==> src/rtl/acq_pkg.sv <==
`timescale 1ns/1ps
package acq_pkg;
  localparam int unsigned ADDR_W  = 4;
  localparam int unsigned PRESS_W = 24;
  localparam int unsigned TEMP_W  = 16;
  localparam int unsigned RATE_W  = 3;

  localparam logic [ADDR_W-1:0] ADR_CTRL = 4'h0;
  localparam logic [ADDR_W-1:0] ADR_P0   = 4'h4;
  localparam logic [ADDR_W-1:0] ADR_P1   = 4'h5;
  localparam logic [ADDR_W-1:0] ADR_P2   = 4'h6;
  localparam logic [ADDR_W-1:0] ADR_T0   = 4'h7;
  localparam logic [ADDR_W-1:0] ADR_T1   = 4'h8;

  // control byte field positions
  localparam int unsigned CB_RATE_LO = 4;
  localparam int unsigned CB_BDU     = 1;
  localparam int unsigned CB_SHOT    = 0;

  // codes 000, 110 and 111 all mean power-down
  function automatic logic rate_off(input logic [RATE_W-1:0] r);
    return (r == 3'd0) || (r > 3'd5);
  endfunction
endpackage

==> src/rtl/acq_ctrl_reg.sv <==
`timescale 1ns/1ps
module acq_ctrl_reg
  import acq_pkg::*;
(
  input  logic              clk,
  input  logic              rst_n,
  input  logic              wr_en,
  input  logic [RATE_W-1:0] w_rate,
  input  logic              w_bdu,
  input  logic              w_shot,
  input  logic              smp_take,
  output logic [RATE_W-1:0] rate,
  output logic              bdu,
  output logic              shot_fire,
  output logic [7:0]        rdata
);
  logic shot_pend;

  always_ff @(posedge clk or negedge rst_n) begin
    if (!rst_n) begin
      rate      <= '0;
      bdu       <= 1'b0;
      shot_pend <= 1'b0;
      shot_fire <= 1'b0;
    end else begin
      shot_fire <= 1'b0;
      if (wr_en) begin
        rate <= w_rate;
        bdu  <= w_bdu;
      end
      if (wr_en && !rate_off(w_rate)) begin
        shot_pend <= 1'b0;                 // running mode cancels a shot
      end else if (wr_en && w_shot && !shot_pend) begin
        shot_pend <= 1'b1;
        shot_fire <= 1'b1;
      end else if (smp_take) begin
        shot_pend <= 1'b0;                 // self-clear on completion
      end
    end
  end

  always_comb begin
    rdata            = '0;
    rdata[6:4]       = rate;
    rdata[CB_BDU]    = bdu;
    rdata[CB_SHOT]   = shot_pend;
  end

  // a pending shot only exists while in power-down
  p_shot_only_off_r5: assert property (@(posedge clk) disable iff (!rst_n)
    shot_pend |-> rate_off(rate));
  // one request per trigger
  p_shot_single_r5: assert property (@(posedge clk) disable iff (!rst_n)
    shot_fire |=> !shot_fire);
  p_shot_fire_pend_r5: assert property (@(posedge clk) disable iff (!rst_n)
    shot_fire |-> shot_pend);
endmodule

==> src/rtl/acq_rate_timer.sv <==
`timescale 1ns/1ps
module acq_rate_timer
  import acq_pkg::*;
#(
  parameter int unsigned TICK_HZ = 1000,
  localparam int unsigned CNT_W  = $clog2(TICK_HZ + 1)
)(
  input  logic              clk,
  input  logic              rst_n,
  input  logic              tick,
  input  logic              restart,
  input  logic [RATE_W-1:0] rate,
  output logic              fire
);
  logic [CNT_W-1:0] cnt;
  logic [CNT_W-1:0] lim;
  logic             off;

  assign off = rate_off(rate);

  always_comb begin
    case (rate)
      3'd1:    lim = CNT_W'(TICK_HZ / 1  - 1);
      3'd2:    lim = CNT_W'(TICK_HZ / 10 - 1);
      3'd3:    lim = CNT_W'(TICK_HZ / 25 - 1);
      3'd4:    lim = CNT_W'(TICK_HZ / 50 - 1);
      3'd5:    lim = CNT_W'(TICK_HZ / 75 - 1);
      default: lim = '0;
    endcase
  end

  always_ff @(posedge clk or negedge rst_n) begin
    if (!rst_n) begin
      cnt  <= '0;
      fire <= 1'b0;
    end else if (restart || off) begin
      cnt  <= '0;
      fire <= 1'b0;
    end else if (tick) begin
      if (cnt >= lim) begin
        cnt  <= '0;
        fire <= 1'b1;
      end else begin
        cnt  <= cnt + 1'b1;
        fire <= 1'b0;
      end
    end else begin
      fire <= 1'b0;
    end
  end

  // power-down never produces a request
  p_quiet_off_r4: assert property (@(posedge clk) disable iff (!rst_n)
    off |=> !fire);
  // rate requests are single-cycle pulses
  p_fire_pulse_r3: assert property (@(posedge clk) disable iff (!rst_n)
    fire |=> !fire);
  // a control write suppresses the next-cycle pulse and zeroes the count
  p_restart_r11: assert property (@(posedge clk) disable iff (!rst_n)
    restart |=> (!fire && cnt == '0));
endmodule

==> src/rtl/acq_out_bank.sv <==
`timescale 1ns/1ps
module acq_out_bank
  import acq_pkg::*;
(
  input  logic               clk,
  input  logic               rst_n,
  input  logic               bdu,
  input  logic               rd_arm,
  input  logic               rd_release,
  input  logic               smp_take,
  input  logic [PRESS_W-1:0] smp_press,
  input  logic [TEMP_W-1:0]  smp_temp,
  output logic [PRESS_W-1:0] out_press,
  output logic [TEMP_W-1:0]  out_temp
);
  logic               lock;
  logic               hold;
  logic               sh_v;
  logic [PRESS_W-1:0] sh_press;
  logic [TEMP_W-1:0]  sh_temp;

  // the release read lifts the hold in its own cycle
  assign hold = bdu && lock && !rd_release;

  always_ff @(posedge clk or negedge rst_n) begin
    if (!rst_n) begin
      lock <= 1'b0;
    end else if (!bdu || rd_release) begin
      lock <= 1'b0;
    end else if (rd_arm) begin
      lock <= 1'b1;
    end
  end

  always_ff @(posedge clk or negedge rst_n) begin
    if (!rst_n) begin
      out_press <= '0;
      out_temp  <= '0;
      sh_press  <= '0;
      sh_temp   <= '0;
      sh_v      <= 1'b0;
    end else if (smp_take) begin
      if (hold) begin
        sh_press <= smp_press;
        sh_temp  <= smp_temp;
        sh_v     <= 1'b1;
      end else begin
        out_press <= smp_press;
        out_temp  <= smp_temp;
        sh_v      <= 1'b0;
      end
    end else if (!hold && sh_v) begin
      out_press <= sh_press;
      out_temp  <= sh_temp;
      sh_v      <= 1'b0;
    end
  end

  // frozen outputs do not move
  p_frozen_r8: assert property (@(posedge clk) disable iff (!rst_n)
    hold |=> ($stable(out_press) && $stable(out_temp)));
  // a waiting shadow drains as soon as the hold lifts
  p_drain_r9: assert property (@(posedge clk) disable iff (!rst_n)
    (!hold && sh_v) |=> !sh_v);
endmodule

==> src/rtl/acq_mode_ctrl.sv <==
`timescale 1ns/1ps
module acq_mode_ctrl
  import acq_pkg::*;
#(
  parameter int unsigned TICK_HZ = 1000
)(
  input  logic        clk,
  input  logic        rst_n,
  input  logic [3:0]  reg_addr,
  input  logic [7:0]  reg_wdata,
  input  logic        reg_wr,
  input  logic        reg_rd,
  output logic [7:0]  reg_rdata,
  input  logic        tick_1k,
  output logic        acq_req,
  input  logic        smp_valid,
  output logic        smp_ready,
  input  logic [23:0] smp_press,
  input  logic [15:0] smp_temp
);
  logic              ctrl_wr;
  logic              smp_take;
  logic [RATE_W-1:0] rate;
  logic              bdu;
  logic              shot_fire;
  logic              tmr_fire;
  logic [7:0]        ctrl_rdata;
  logic              rd_arm;
  logic              rd_release;
  logic [PRESS_W-1:0] out_press;
  logic [TEMP_W-1:0]  out_temp;
  logic              unused_wbits;

  assign unused_wbits = ^{reg_wdata[7], reg_wdata[3:2]};
  assign ctrl_wr   = reg_wr && (reg_addr == ADR_CTRL);
  assign smp_ready = 1'b1;
  assign smp_take  = smp_valid && smp_ready;

  acq_ctrl_reg u_ctrl (
    .clk       (clk),
    .rst_n     (rst_n),
    .wr_en     (ctrl_wr),
    .w_rate    (reg_wdata[6:4]),
    .w_bdu     (reg_wdata[CB_BDU]),
    .w_shot    (reg_wdata[CB_SHOT]),
    .smp_take  (smp_take),
    .rate      (rate),
    .bdu       (bdu),
    .shot_fire (shot_fire),
    .rdata     (ctrl_rdata)
  );

  acq_rate_timer #(.TICK_HZ(TICK_HZ)) u_timer (
    .clk     (clk),
    .rst_n   (rst_n),
    .tick    (tick_1k),
    .restart (ctrl_wr),
    .rate    (rate),
    .fire    (tmr_fire)
  );

  assign rd_release = reg_rd && (reg_addr == ADR_P2);
  assign rd_arm     = reg_rd && bdu &&
                      ((reg_addr == ADR_P0) || (reg_addr == ADR_P1) ||
                       (reg_addr == ADR_T0) || (reg_addr == ADR_T1));

  acq_out_bank u_bank (
    .clk        (clk),
    .rst_n      (rst_n),
    .bdu        (bdu),
    .rd_arm     (rd_arm),
    .rd_release (rd_release),
    .smp_take   (smp_take),
    .smp_press  (smp_press),
    .smp_temp   (smp_temp),
    .out_press  (out_press),
    .out_temp   (out_temp)
  );

  assign acq_req = shot_fire || tmr_fire;

  always_comb begin
    case (reg_addr)
      ADR_CTRL: reg_rdata = ctrl_rdata;
      ADR_P0:   reg_rdata = out_press[7:0];
      ADR_P1:   reg_rdata = out_press[15:8];
      ADR_P2:   reg_rdata = out_press[23:16];
      ADR_T0:   reg_rdata = out_temp[7:0];
      ADR_T1:   reg_rdata = out_temp[15:8];
      default:  reg_rdata = 8'h00;
    endcase
  end

  // reserved control bits never read back set
  p_rsvd_zero_r2: assert property (@(posedge clk) disable iff (!rst_n)
    (reg_addr == ADR_CTRL) |-> (reg_rdata[7] == 1'b0 && reg_rdata[3:2] == 2'b00));
  // the stream never back-pressures
  p_ready_r10: assert property (@(posedge clk) disable iff (!rst_n)
    smp_valid |-> smp_ready);
endmodule

==> config.mk <==
export PLATFORM = sky130hd
export DESIGN_NAME = acq_mode_ctrl
export DESIGN_NICKNAME = d
export VERILOG_FILES = /design/src/rtl/acq_pkg.sv /design/src/rtl/acq_ctrl_reg.sv /design/src/rtl/acq_rate_timer.sv /design/src/rtl/acq_out_bank.sv /design/src/rtl/acq_mode_ctrl.sv
export SDC_FILE = /design/constraint.sdc
export NUM_CORES = 1
export LEC_CHECK = 0
export BUFFER_PORTS_ARGS = -buffer_cell sky130_fd_sc_hd__buf_2
export CORE_MARGIN = 3
export CORE_UTILIZATION = 53
export CTS_CLUSTER_DIAMETER = 120
export DETAILED_ROUTE_END_ITERATION = 8
export PLACE_DENSITY_LB_ADDON = 0.05
export SKIP_CTS_REPAIR_TIMING = 1
export SLEW_MARGIN = 20
export SYNTH_ARGS = -nofsm -noshare
export SYNTH_HDL_FRONTEND = slang
export SYNTH_SLANG_ARGS = --single-unit
==> constraint.sdc <==
create_clock -name clk -period 2.58 [get_ports clk]
set_clock_uncertainty 0.15 [all_clocks]
set_input_delay 0.516 -clock clk [delete_from_list [all_inputs] [get_ports clk]]
set_output_delay 0.516 -clock clk [all_outputs]
set_load 0.02 [all_outputs]
# Word level (Yosys, flattened, before mapping)
# Index checks and enable logic that the tools add are counted.
# Widths: inputs -> output; s select.
totals:
  in_bits: 58
  reg_bits: 99
  output_inout_bits: 10
  elab_cells: 83
classes:
  n_reduce_logical: 32
  add_sub_neg: 1
  n_eq_ne: 11
  order_cmp: 3
  mux: 24
op_table:
  columns: ["operator", "count"]
  rows:
  - ["$mux 24", 3]
  - ["$pmux 10 s5", 1]
  - ["$mux 16", 3]
  - ["$pmux 8 s6", 1]
  - ["$mux 10", 3]
  - ["$eq 4x3->1 const B", 4]
  - ["$mux 1", 13]
  - ["$add 10x1->10 const B", 1]
  - ["$ge 10x10->1", 1]
  - ["$logic_and 1x1->1", 10]
  - ["$logic_or 1x1->1", 8]
  - ["$eq 3x2->1 const B", 2]
  - ["$eq 3x3->1 const B", 2]
  - ["$gt 3x3->1 const B", 2]
  - ["$logic_not 3->1", 2]
  - ["$reduce_bool 2->1", 3]
  - ["$logic_not 1->1", 5]
  - ["$eq 4x4->1 const B", 1]
  - ["$logic_not 4->1", 1]
  - ["$reduce_and 2->1", 2]
  - ["$eq 3x1->1 const B", 1]
  - ["$reduce_bool 3->1", 1]
  - ["$ne 2x2->1 const B", 1]

# Depth between registers and ports, before layout
# Gate-level depths: netlist of run 1.
depth:
  ltp_word: 8
  depth_mapped: 11
  ltp_nobuf: 9

# Hierarchy
# From an unflattened synthesis of run 1, not the netlist that was laid out.
unflattened:
  hier_cells: 418
  hier_area_um2: 5439.0
by_module_without_submodules:
  columns: ["mod", "seq_area_each_um2", "cells_per_inst", "n_inst", "area_per_inst_um2"]
  rows:
  - ["acq_out_bank", 2052.0, 222, 1, 3664.8]
  - ["acq_rate_timer", 275.3, 115, 1, 991.0]
  - ["acq_mode_ctrl", 0.0, 55, 1, 467.9]
  - ["acq_ctrl_reg", 150.1, 26, 1, 315.3]

# Worst setup path before layout of run 1
# OpenSTA, ideal clock, no wires.
synth_timing:
  path_type: "register to register"
  start: "register u_ctrl.rate[2]"
  end: "register u_timer.cnt[6]"
  period_less_slack_ps: 2626
  required_ps: 2347
  setup_ps: 83
  arrival_ps: 2393
  path_slack_ps: -46
  stages_incl_launch_ff: 10
  path_buffers: 2
  path_cell_list: "dfrtp_1 clkbuf_1 or3b_2 ha_1 a21oi_1 nor2_1 a211oi_2 buf_2 o2111ai_1 a31oi_1"
synth_via:
  elab_chain_len: 6
  elab_cells_between_ends: 15
  classes_between: "order compare (2); eq/ne (5); mux (4); reduce/logical (4)"
synth_lines:
  columns: ["item", "line_no", "text"]
  rows:
  - ["from (decl)", "acq_ctrl_reg.sv:12", "output logic [RATE_W-1:0] rate,"]
  - ["from (signal assigned)", "acq_ctrl_reg.sv:28", "rate <= w_rate;"]
  - ["$eq 3x3->1, or another cell as far along", "acq_rate_timer.sv:22", "case (rate)"]
  - ["$pmux 10 s5", "acq_rate_timer.sv:22", null]
  - ["$ge 10x10->1", "acq_rate_timer.sv:40", "if (cnt >= lim) begin"]
  - ["$mux 10", "acq_rate_timer.sv:40", null]
  - ["$mux 10", "acq_rate_timer.sv:39", "end else if (tick) begin"]
  - ["$mux 10", "acq_rate_timer.sv:36", "end else if (restart || off) begin"]
  - ["to (signal assigned)", "acq_rate_timer.sv:44", "cnt <= cnt + 1'b1;"]
  - ["to (decl)", "acq_rate_timer.sv:15", "logic [CNT_W-1:0] cnt;"]
# Several ways; a longest one is shown, not always the timed one. The select of a mux whose other input is x is not followed.
# A chain may end at the register's enable or synchronous reset.

# Worst setup path after layout of run 1
layout_timing:
  start: "register u_bank.out_temp[1]"
  end: "output port reg_rdata[1]"
layout_via:
  elab_chain_len: 1
layout_lines:
  columns: ["item", "line_no", "text"]
  rows:
  - ["from (decl)", "acq_out_bank.sv:14", "output logic [TEMP_W-1:0] out_temp"]
  - ["from (signal assigned)", "acq_out_bank.sv:49", "out_temp <= smp_temp;"]
  - ["from (signal assigned)", "acq_out_bank.sv:54", "out_temp <= sh_temp;"]
  - ["$pmux 8 s6", "acq_mode_ctrl.sv:83", "case (reg_addr)"]
  - ["to (decl)", "acq_mode_ctrl.sv:13", "output logic [7:0] reg_rdata,"]
# Every way passes these cells.

==> results of run 1 <==
## where the power goes
group          switching (µW)  internal, µW  leakage, µW
Combinational             600           699      0.00154
Sequential                242          1910      0.00130
Clock                     563           461    0.0000992
Total                    1400          3070      0.00293
## state kept, by name, summed over array words and instances (netlist names)
register and count:
u_bank.lock 1, u_bank.out_press 24, u_bank.out_temp 16, u_bank.sh_press 24, u_bank.sh_temp 16, u_bank.sh_v 1, u_ctrl.bdu 1, u_ctrl.rate 3
u_ctrl.shot_fire 1, u_ctrl.shot_pend 1, u_timer.cnt 10, u_timer.fire 1
## through the flow
step | worst slack [ps] | std cells | hold slack (ps)
after floorplan | 50.7 | 449 | 70.4
after global placement | -85.5 | 626 | 310
after detailed placement | -70.4 | 626 | 321
after CTS | -73.3 | 642 | -2.57
after global routing | -2.45 | 646 | 9.74
final | 75.5 | 646 | -22.1
## placed cells by master, fill, tap and decap left out, types with 2 or more instances in the layout
cell,instances
a211oi_2,2
a21oi_1,13
a221oi_1,4
a31oi_1,7
and3_1,3
buf_12,4
buf_2,61
buf_4,18
buf_6,2
clkbuf_8,9
dfrtp_1,96
dfrtp_2,3
ha_1,11
inv_1,3
inv_6,2
mux2_2,4
mux2_4,40
mux2i_1,40
mux4_2,8
nand2_1,60
nand2b_1,13
nand3_1,9
nor2_1,10
nor3_1,2
nor3b_1,2
o2111ai_1,14
o211ai_1,2
o21ai_0,44
or2_2,4
## cell families (layout without fill, tap and decap cells)
family | after synthesis | count (layout) | share of synthesized area
XOR/XNOR | 2 | 2 | 0.00331
buffers and inverters | 36 | 104 | 0.0457
multiplexers | 92 | 92 | 0.232
AO/OA/AOI/OAI | 94 | 94 | 0.117
flip-flops | 99 | 99 | 0.469
adder cells (fa/ha/maj) | 11 | 11 | 0.0260
other | 1 | 1 | 0.000710
AND/OR/NAND/NOR | 114 | 114 | 0.106
## per-layer routing
metal / vias up / share of wire / track usage
met4: 0 / 0.017 / 0.0601
met5: - / 0 / 0
li1: 1757 / - / -
met2: 79 / 0.47 / 0.326
met3: 15 / 0.051 / 0.0502
met1: 1779 / 0.46 / 0.276
## cell type report
| class | count | share of cell area |
|---|---|---|
| Clock buffer | 10 | 0.0213 |
| Multi-Input combinational cell | 314 | 0.433 |
| Clock inverter | 6 | 0.0119 |
| Sequential cell | 99 | 0.414 |
| Inverter | 3 | 0.00188 |
| Tap cell | 129 | 0.0269 |
| Timing Repair Buffer | 85 | 0.0906 |
## worst paths after layout
kind                                   endpoint  slack [ps]  depth (start not counted)
hold / removal                   u_timer.cnt[8]         -20                          1
setup / recovery                   reg_rdata[1]          80                          4
min in group clk                     u_ctrl.bdu         230                          2
setup reg to reg                 u_timer.cnt[3]         140                          8
max in group asynchronous    u_bank.sh_press[0]        1680                          2
hold reg to reg            u_bank.out_press[18]         340                          2
==> results.sh, run 1 <==
export IMPL_cpMaxStageDelayCell="mux4_2"
export IMPL_critical_path_top_delay_family="multiplexers"
export IMPL_syn_cell_area_mm2=0.00529
export IMPL_path_max_fanout=2
export IMPL_placedInstanceArea_mm2=0.00573
export IMPL_routed_wl_um=11000
export IMPL_first_pass_iters=4
export IMPL_finalHoldViolCount=11
export IMPL_die_area_mm2=0.0112
export IMPL_synth_async_reset_ratio=1.00
export IMPL_die_w_um=106
export IMPL_ir_worst_vdd_uv=456
export IMPL_root_buffer="clkbuf_8"
export IMPL_synth_commonest_cells="dfrtp_1 (99), nand2_1 (60), o21ai_0 (44)"
export IMPL_seqCellArea_mm2=0.00248
export IMPL_io_buffers=63
export IMPL_r2r_start="u_ctrl.rate[2]"
export IMPL_grt_overflow_total=0
export IMPL_drv_slew=0
export IMPL_drtIter0Drc=170
export IMPL_synth_edf_count=0
export IMPL_synth_seq_cells=99
export IMPL_endpoint_kind="primary output"
export IMPL_clk_pin_slew_ps=100
export IMPL_htree_levels=3
export IMPL_antenna_cells=0
export IMPL_die_h_um=106
export IMPL_syn2layout_area_growth_pct=13.4
export IMPL_post_route_period_util=0.971
export IMPL_clock_latency_ps=380
export IMPL_grt_usage=0.204
export IMPL_grt_max_degree=53
export IMPL_io_pins=68
export IMPL_crit_buf_inv=1
export IMPL_via_per_inst=5.62
export IMPL_synthTopCellsByArea="dfrtp_1 (47%), mux2_4 (11%), mux2i_1 (7.6%)"
export IMPL_tns_ps=0
export IMPL_antenna_found_initial=0
export IMPL_ys_seq_area_frac=0.469
export IMPL_worst_pin_slew_ps=635
export IMPL_max_cap_violations=0
export IMPL_layout_min_cycle_time_ps=2500
export IMPL_cp_arrival_ps=1840
export IMPL_cts_sinks=99
export IMPL_synthCells=449
export IMPL_initial_core_util=0.559
export IMPL_fin_total_pwr_uw=4470
export IMPL_dominantRegCellSynth="dfrtp_1"
export IMPL_route_antenna_remaining_nets=0
export IMPL_vias=3630
export IMPL_cts_tree="done"
export IMPL_outcome="finished with violations"
export IMPL_fmaxAchievable_mhz=399
export IMPL_path_class="flip-flop to primary output"
export IMPL_cts_path_max_buffers=2
export IMPL_layout_drive_gt1_share=0.335
export IMPL_setup_violations=0
export IMPL_cp_startpoint="u_bank.out_temp[1]"
export IMPL_yosysTopAreaCell="dfrtp_1"
export IMPL_cp_cell_sequence="mux4_2 -> a221oi_2 -> a21oi_1 -> buf_2"
export IMPL_grt_pass1_vias=3677
export IMPL_violations="hold timing"
export IMPL_ys_types=48
export IMPL_synth_top_area_share=0.469
export IMPL_multi_input_area_mm2=0.00260
export IMPL_crit_required_ps=1910
export IMPL_final_util=0.634
export IMPL_leakagePower_uw=0.00293
export IMPL_row_count=35
export IMPL_syn_num_nets=518
export IMPL_final_nets=581
export IMPL_grt_pass1_wl_um=18100
export IMPL_numCtsBuffers=9
export IMPL_critPathLaunchType="flip-flop"
export IMPL_slew_headroom=0.575
export IMPL_stdcell_area_mm2=0.00599
export IMPL_core_mm2=0.00946
export IMPL_fill_cells=808
export IMPL_cellPowerDensity_mw_per_mm2=746
export IMPL_synth_most_common_cell="dfrtp_1"
export IMPL_drc=0
export IMPL_dp_hpwl_um=7710
export IMPL_holdWs_ps=-22.1
export IMPL_hold_class="primary input to async pin"
export IMPL_wire_per_inst_um=17.0
export IMPL_yosysWarnings=0
export IMPL_cpPeakStageDelay_ps=530
export IMPL_place_congestion=0.834
export IMPL_synth_avg_cell_area_um2=11.8
No activity file was read; power rests on OpenSTA's default activity.
==> run 2, diff against run 1 <==
CORE_ASPECT_RATIO = 1.5   (was unset)
==> results.sh, run 2 (same netlist as run 1, synthesis figures left out) <==
export IMPL_final_nets=576
export IMPL_post_route_period_util=0.977
export IMPL_endpoint_kind="primary output"
export IMPL_io_pins=68
export IMPL_cpMaxStageDelayCell="mux4_2"
export IMPL_crit_buf_inv=2
export IMPL_multi_input_area_mm2=0.00258
export IMPL_cts_sinks=99
export IMPL_fmaxAchievable_mhz=397
export IMPL_ir_worst_vdd_uv=485
export IMPL_first_pass_iters=4
export IMPL_numCtsBuffers=9
export IMPL_outcome="finished, final reports clean"
export IMPL_cellPowerDensity_mw_per_mm2=791
export IMPL_io_buffers=63
export IMPL_die_h_um=128
export IMPL_setup_slack_ps=59.9
export IMPL_path_class="primary input to primary output"
export IMPL_cp_arrival_ps=1850
export IMPL_row_count=44
export IMPL_drc=0
export IMPL_max_cap_violations=0
export IMPL_grt_pass1_wl_um=18300
export IMPL_grt_setup_unrepaired="true"
export IMPL_cts_path_max_buffers=2
export IMPL_dp_hpwl_um=7860
export IMPL_leakagePower_uw=0.00296
export IMPL_place_congestion=0.800
export IMPL_crit_required_ps=1910
export IMPL_hold_class="primary input to flip-flop"
export IMPL_via_per_inst=5.78
export IMPL_vias=3622
export IMPL_setup_violations=0
export IMPL_syn2layout_area_growth_pct=14.3
export IMPL_dpl_cell_count=610
export IMPL_htree_levels=3
export IMPL_seqCellArea_mm2=0.00248
export IMPL_largestRegisters="u_bank.out_press (24), u_bank.sh_press (24)"
export IMPL_fin_cells=627
export IMPL_cpPeakStageDelay_ps=550
export IMPL_cp_cell_sequence="clkbuf_4 -> mux4_2 -> a221oi_2 -> a21oi_1 -> buf_2"
export IMPL_final_common_cell="dfrtp_1"
export IMPL_antenna_cells=0
export IMPL_wire_per_inst_um=17.8
export IMPL_clock_latency_ps=350
export IMPL_layout_min_cycle_time_ps=2520
export IMPL_cts_tree="done"
export IMPL_routed_wl_um=11200
export IMPL_drv_slew=0
export IMPL_antenna_found_initial=0
export IMPL_finalHoldViolCount=0
export IMPL_critical_path_top_delay_family="multiplexers"
export IMPL_initial_core_util=0.545
export IMPL_grt_overflow_total=0
export IMPL_holdWs_ps=242
export IMPL_fill_cells=822
export IMPL_die_w_um=87.5
export IMPL_route_antenna_remaining_nets=0
export IMPL_path_max_fanout=8
export IMPL_layout_drive_gt1_share=0.320
export IMPL_grt_pass1_vias=3600
export IMPL_critPathLaunchType="primary input"
export IMPL_grt_max_degree=81
export IMPL_layout_common_cells="dfrtp_1 (98), buf_2 (61), nand2_1 (60)"
export IMPL_clk_pin_slew_ps=70
export IMPL_pre_cts_ws_ps=-58.1
export IMPL_root_buffer="clkbuf_16"
export IMPL_drtIter0Drc=163
export IMPL_grt_usage=0.215
export IMPL_die_area_mm2=0.0112
export IMPL_core_mm2=0.00969
[run 2: cell count changes in the layout (fill, tap and decap cells not counted), moves of 2 or more]
| cell | change |
|---|---|
| buf_4 | -8 |
| buf_12 | +2 |
| dfrtp_1 | +2 |
| clkbuf_8 | -9 |
| dfrtp_2 | -2 |
| clkbuf_16 | +9 |
[run 2: final timing paths]
kind                            cells after the start            startpoint                    to  slack, ps
min in group asynchronous                           2                 rst_n        u_timer.cnt[7]        490
worst min register to register                      2  u_bank.out_press[22]  u_bank.out_press[22]        330
worst min-delay path                                2          reg_wdata[1]            u_ctrl.bdu        240
worst max register to register                      9        u_ctrl.rate[1]        u_timer.cnt[4]        120
max in group asynchronous                           3                 rst_n    u_bank.sh_temp[14]       1130
worst max-delay path                                5           reg_addr[0]          reg_rdata[1]         60
[run 2: metrics by stage]
step	power (µW)	util	instance area [µm²]	setup TNS (ps)
after floorplan	3050	-	5290	0
after global placement	3400	0.591	5720	-35.7
after detailed placement	3440	0.591	5720	-58.1
after CTS	4820	0.621	6020	-58.6
after global routing	5050	0.624	6040	-15.8
final	4780	0.624	6040	0
[run 2: routing by layer]
layer | GRT usage | wire length, µm | up-vias
met3 | 0.0412 | 421 | 15
met4 | 0.0849 | 218 | 0
met1 | 0.280 | 4720 | 1793
li1 | - | - | 1744
met5 | 0 | 0 | -
met2 | 0.352 | 5810 | 70
[run 2: area by class of cell]
type / count / share of cell area
inverter: 3 / 0.00186
sequential: 99 / 0.410
clock buffer: 10 / 0.0379
clock inverter: 6 / 0.0108
timing repair buffer: 80 / 0.0876
tap: 115 / 0.0238
multi-input combinational: 314 / 0.428
[run 2: power by group]
group / switching [µW] / internal (µW)
combinational: 582 / 685
clock: 606 / 755
sequential: 246 / 1910
==> run 3, diff against run 2 <==
CORE_UTILIZATION = 63   (was 53)
clock period = 2.9 ns   (was 2.58 ns; I/O delays follow)
==> results.sh, run 3 (same netlist as run 1, synthesis figures left out) <==
export IMPL_fin_cells=612
export IMPL_clock_power_share=0.277
export IMPL_row_count=40
export IMPL_via_per_inst=5.93
export IMPL_cts_sinks=99
export IMPL_sw_frac_of_total=0.297
export IMPL_die_h_um=118
export IMPL_finalHoldViolCount=0
export IMPL_antenna_cells=0
export IMPL_r2r_cells=10
export IMPL_path_class="primary input to primary output"
export IMPL_pre_cts_ws_ps=181
export IMPL_grt_usage=0.245
export IMPL_setup_slack_ps=211
export IMPL_final_common_cell="dfrtp_1"
export IMPL_crit_required_ps=2170
export IMPL_die_w_um=80.8
export IMPL_slew_headroom=0.539
export IMPL_vias=3628
export IMPL_cellPowerDensity_mw_per_mm2=700
export IMPL_fill_cells=579
export IMPL_endpoint_kind="primary output"
export IMPL_io_pins=68
export IMPL_drv_slew=0
export IMPL_r2r_slack_ps=300
export IMPL_grt_setup_unrepaired="false"
export IMPL_cts_path_max_buffers=2
export IMPL_dpl_cell_count=596
export IMPL_initial_core_util=0.652
export IMPL_outcome="finished, final reports clean"
export IMPL_die_area_mm2=0.00955
export IMPL_htree_levels=3
export IMPL_routed_wl_um=10700
export IMPL_largestRegisters="u_bank.out_press (24), u_bank.sh_press (24)"
export IMPL_holdWs_ps=102
export IMPL_cp_startpoint="reg_addr[0]"
export IMPL_layout_common_cells="dfrtp_1 (99), buf_2 (62), nand2_1 (60)"
export IMPL_pwr_share_comb=0.258
export IMPL_drc=0
export IMPL_grt_overflow_total=0
export IMPL_worst_pin_slew_ps=692
export IMPL_layout_drive_gt1_share=0.310
export IMPL_hold_class="primary input to async pin"
export IMPL_setup_violations=0
export IMPL_max_cap_violations=0
export IMPL_syn2layout_area_growth_pct=12.2
export IMPL_power_switching_uw=1230
export IMPL_ir_worst_vdd_uv=420
export IMPL_dp_hpwl_um=7440
export IMPL_p_int_uw=2920
export IMPL_numCtsBuffers=9
export IMPL_grt_pass1_wl_um=18200
export IMPL_first_pass_iters=4
export IMPL_route_antenna_remaining_nets=0
export IMPL_critPathLaunchType="primary input"
export IMPL_seqCellArea_mm2=0.00248
export IMPL_tns_ps=0
export IMPL_r2r_end="u_timer.cnt[6]"
export IMPL_core_mm2=0.00811
export IMPL_place_congestion=0.744
export IMPL_grt_max_degree=48
export IMPL_layout_min_cycle_time_ps=2690
export IMPL_io_buffers=63
export IMPL_drtIter0Drc=199
export IMPL_cts_tree="done"
export IMPL_wire_per_inst_um=17.5
export IMPL_clock_latency_ps=340
export IMPL_path_max_fanout=9
export IMPL_antenna_found_initial=0
export IMPL_grt_pass1_vias=3752
export IMPL_leakagePower_uw=0.00292
export IMPL_r2r_start="u_ctrl.rate[1]"
export IMPL_root_buffer="clkbuf_16"
export IMPL_multi_input_area_mm2=0.00257
export IMPL_pwr_share_seq=0.465
export IMPL_clk_pin_slew_ps=60
export IMPL_final_nets=571
export IMPL_post_route_period_util=0.927
export IMPL_cp_arrival_ps=1960
export IMPL_fmaxAchievable_mhz=372
## run 3: worst max-delay path, cell delays in order
cell and delay, ps:
buf_2 260, mux4_2 570, a221oi_1 310, a21oi_1 60, buf_2 170
## run 3: cell type report
| cell class | count | area share |
|---|---|---|
| clock buffer | 13 | 0.0456 |
| inverter | 3 | 0.00190 |
| tap | 105 | 0.0222 |
| sequential | 99 | 0.418 |
| multi-input combinational | 314 | 0.434 |
| timing repair buffer | 75 | 0.0751 |
| clock inverter | 3 | 0.00359 |
## run 3: metal layers
layer | vias up | share of wire | GRT usage
li1 | 1732 | - | -
met1 | 1795 | 0.43 | 0.323
met2 | 87 | 0.51 | 0.403
met3 | 14 | 0.044 | 0.0427
met4 | 0 | 0.020 | 0.0867
met5 | - | 0 | 0
## run 3: worst max-delay path by stage
stage          depth (start not counted)  slack, ps        endpoint
6_report                               5        210    reg_rdata[1]
5_1_grt                                5         90    reg_rdata[5]
4_1_cts                                5        180    reg_rdata[1]
3_5_place_dp                           5        180    reg_rdata[1]
3_3_place_gp                           5        160    reg_rdata[1]
2_1_floorplan                          9        270  u_timer.cnt[6]
## run 3: per-stage QoR
stage,util,area (µm²),total power [µW]
final,0.731,5930,4150
after global routing,0.731,5930,4380
after detailed placement,0.696,5640,3020
after CTS,0.731,5930,4180
after floorplan,-,5290,2700
after global placement,0.696,5640,2960
## run 3: power by group through the flow
stage | Sequential, µW | Combinational (µW) | Clock [µW]
final | 1930 | 1070 | 1150
after global routing | 1970 | 1190 | 1230
after CTS | 1930 | 1080 | 1170
after detailed placement | 1950 | 1060 | 0
after global placement | 1930 | 1030 | 0
after floorplan | 1850 | 856 | 0
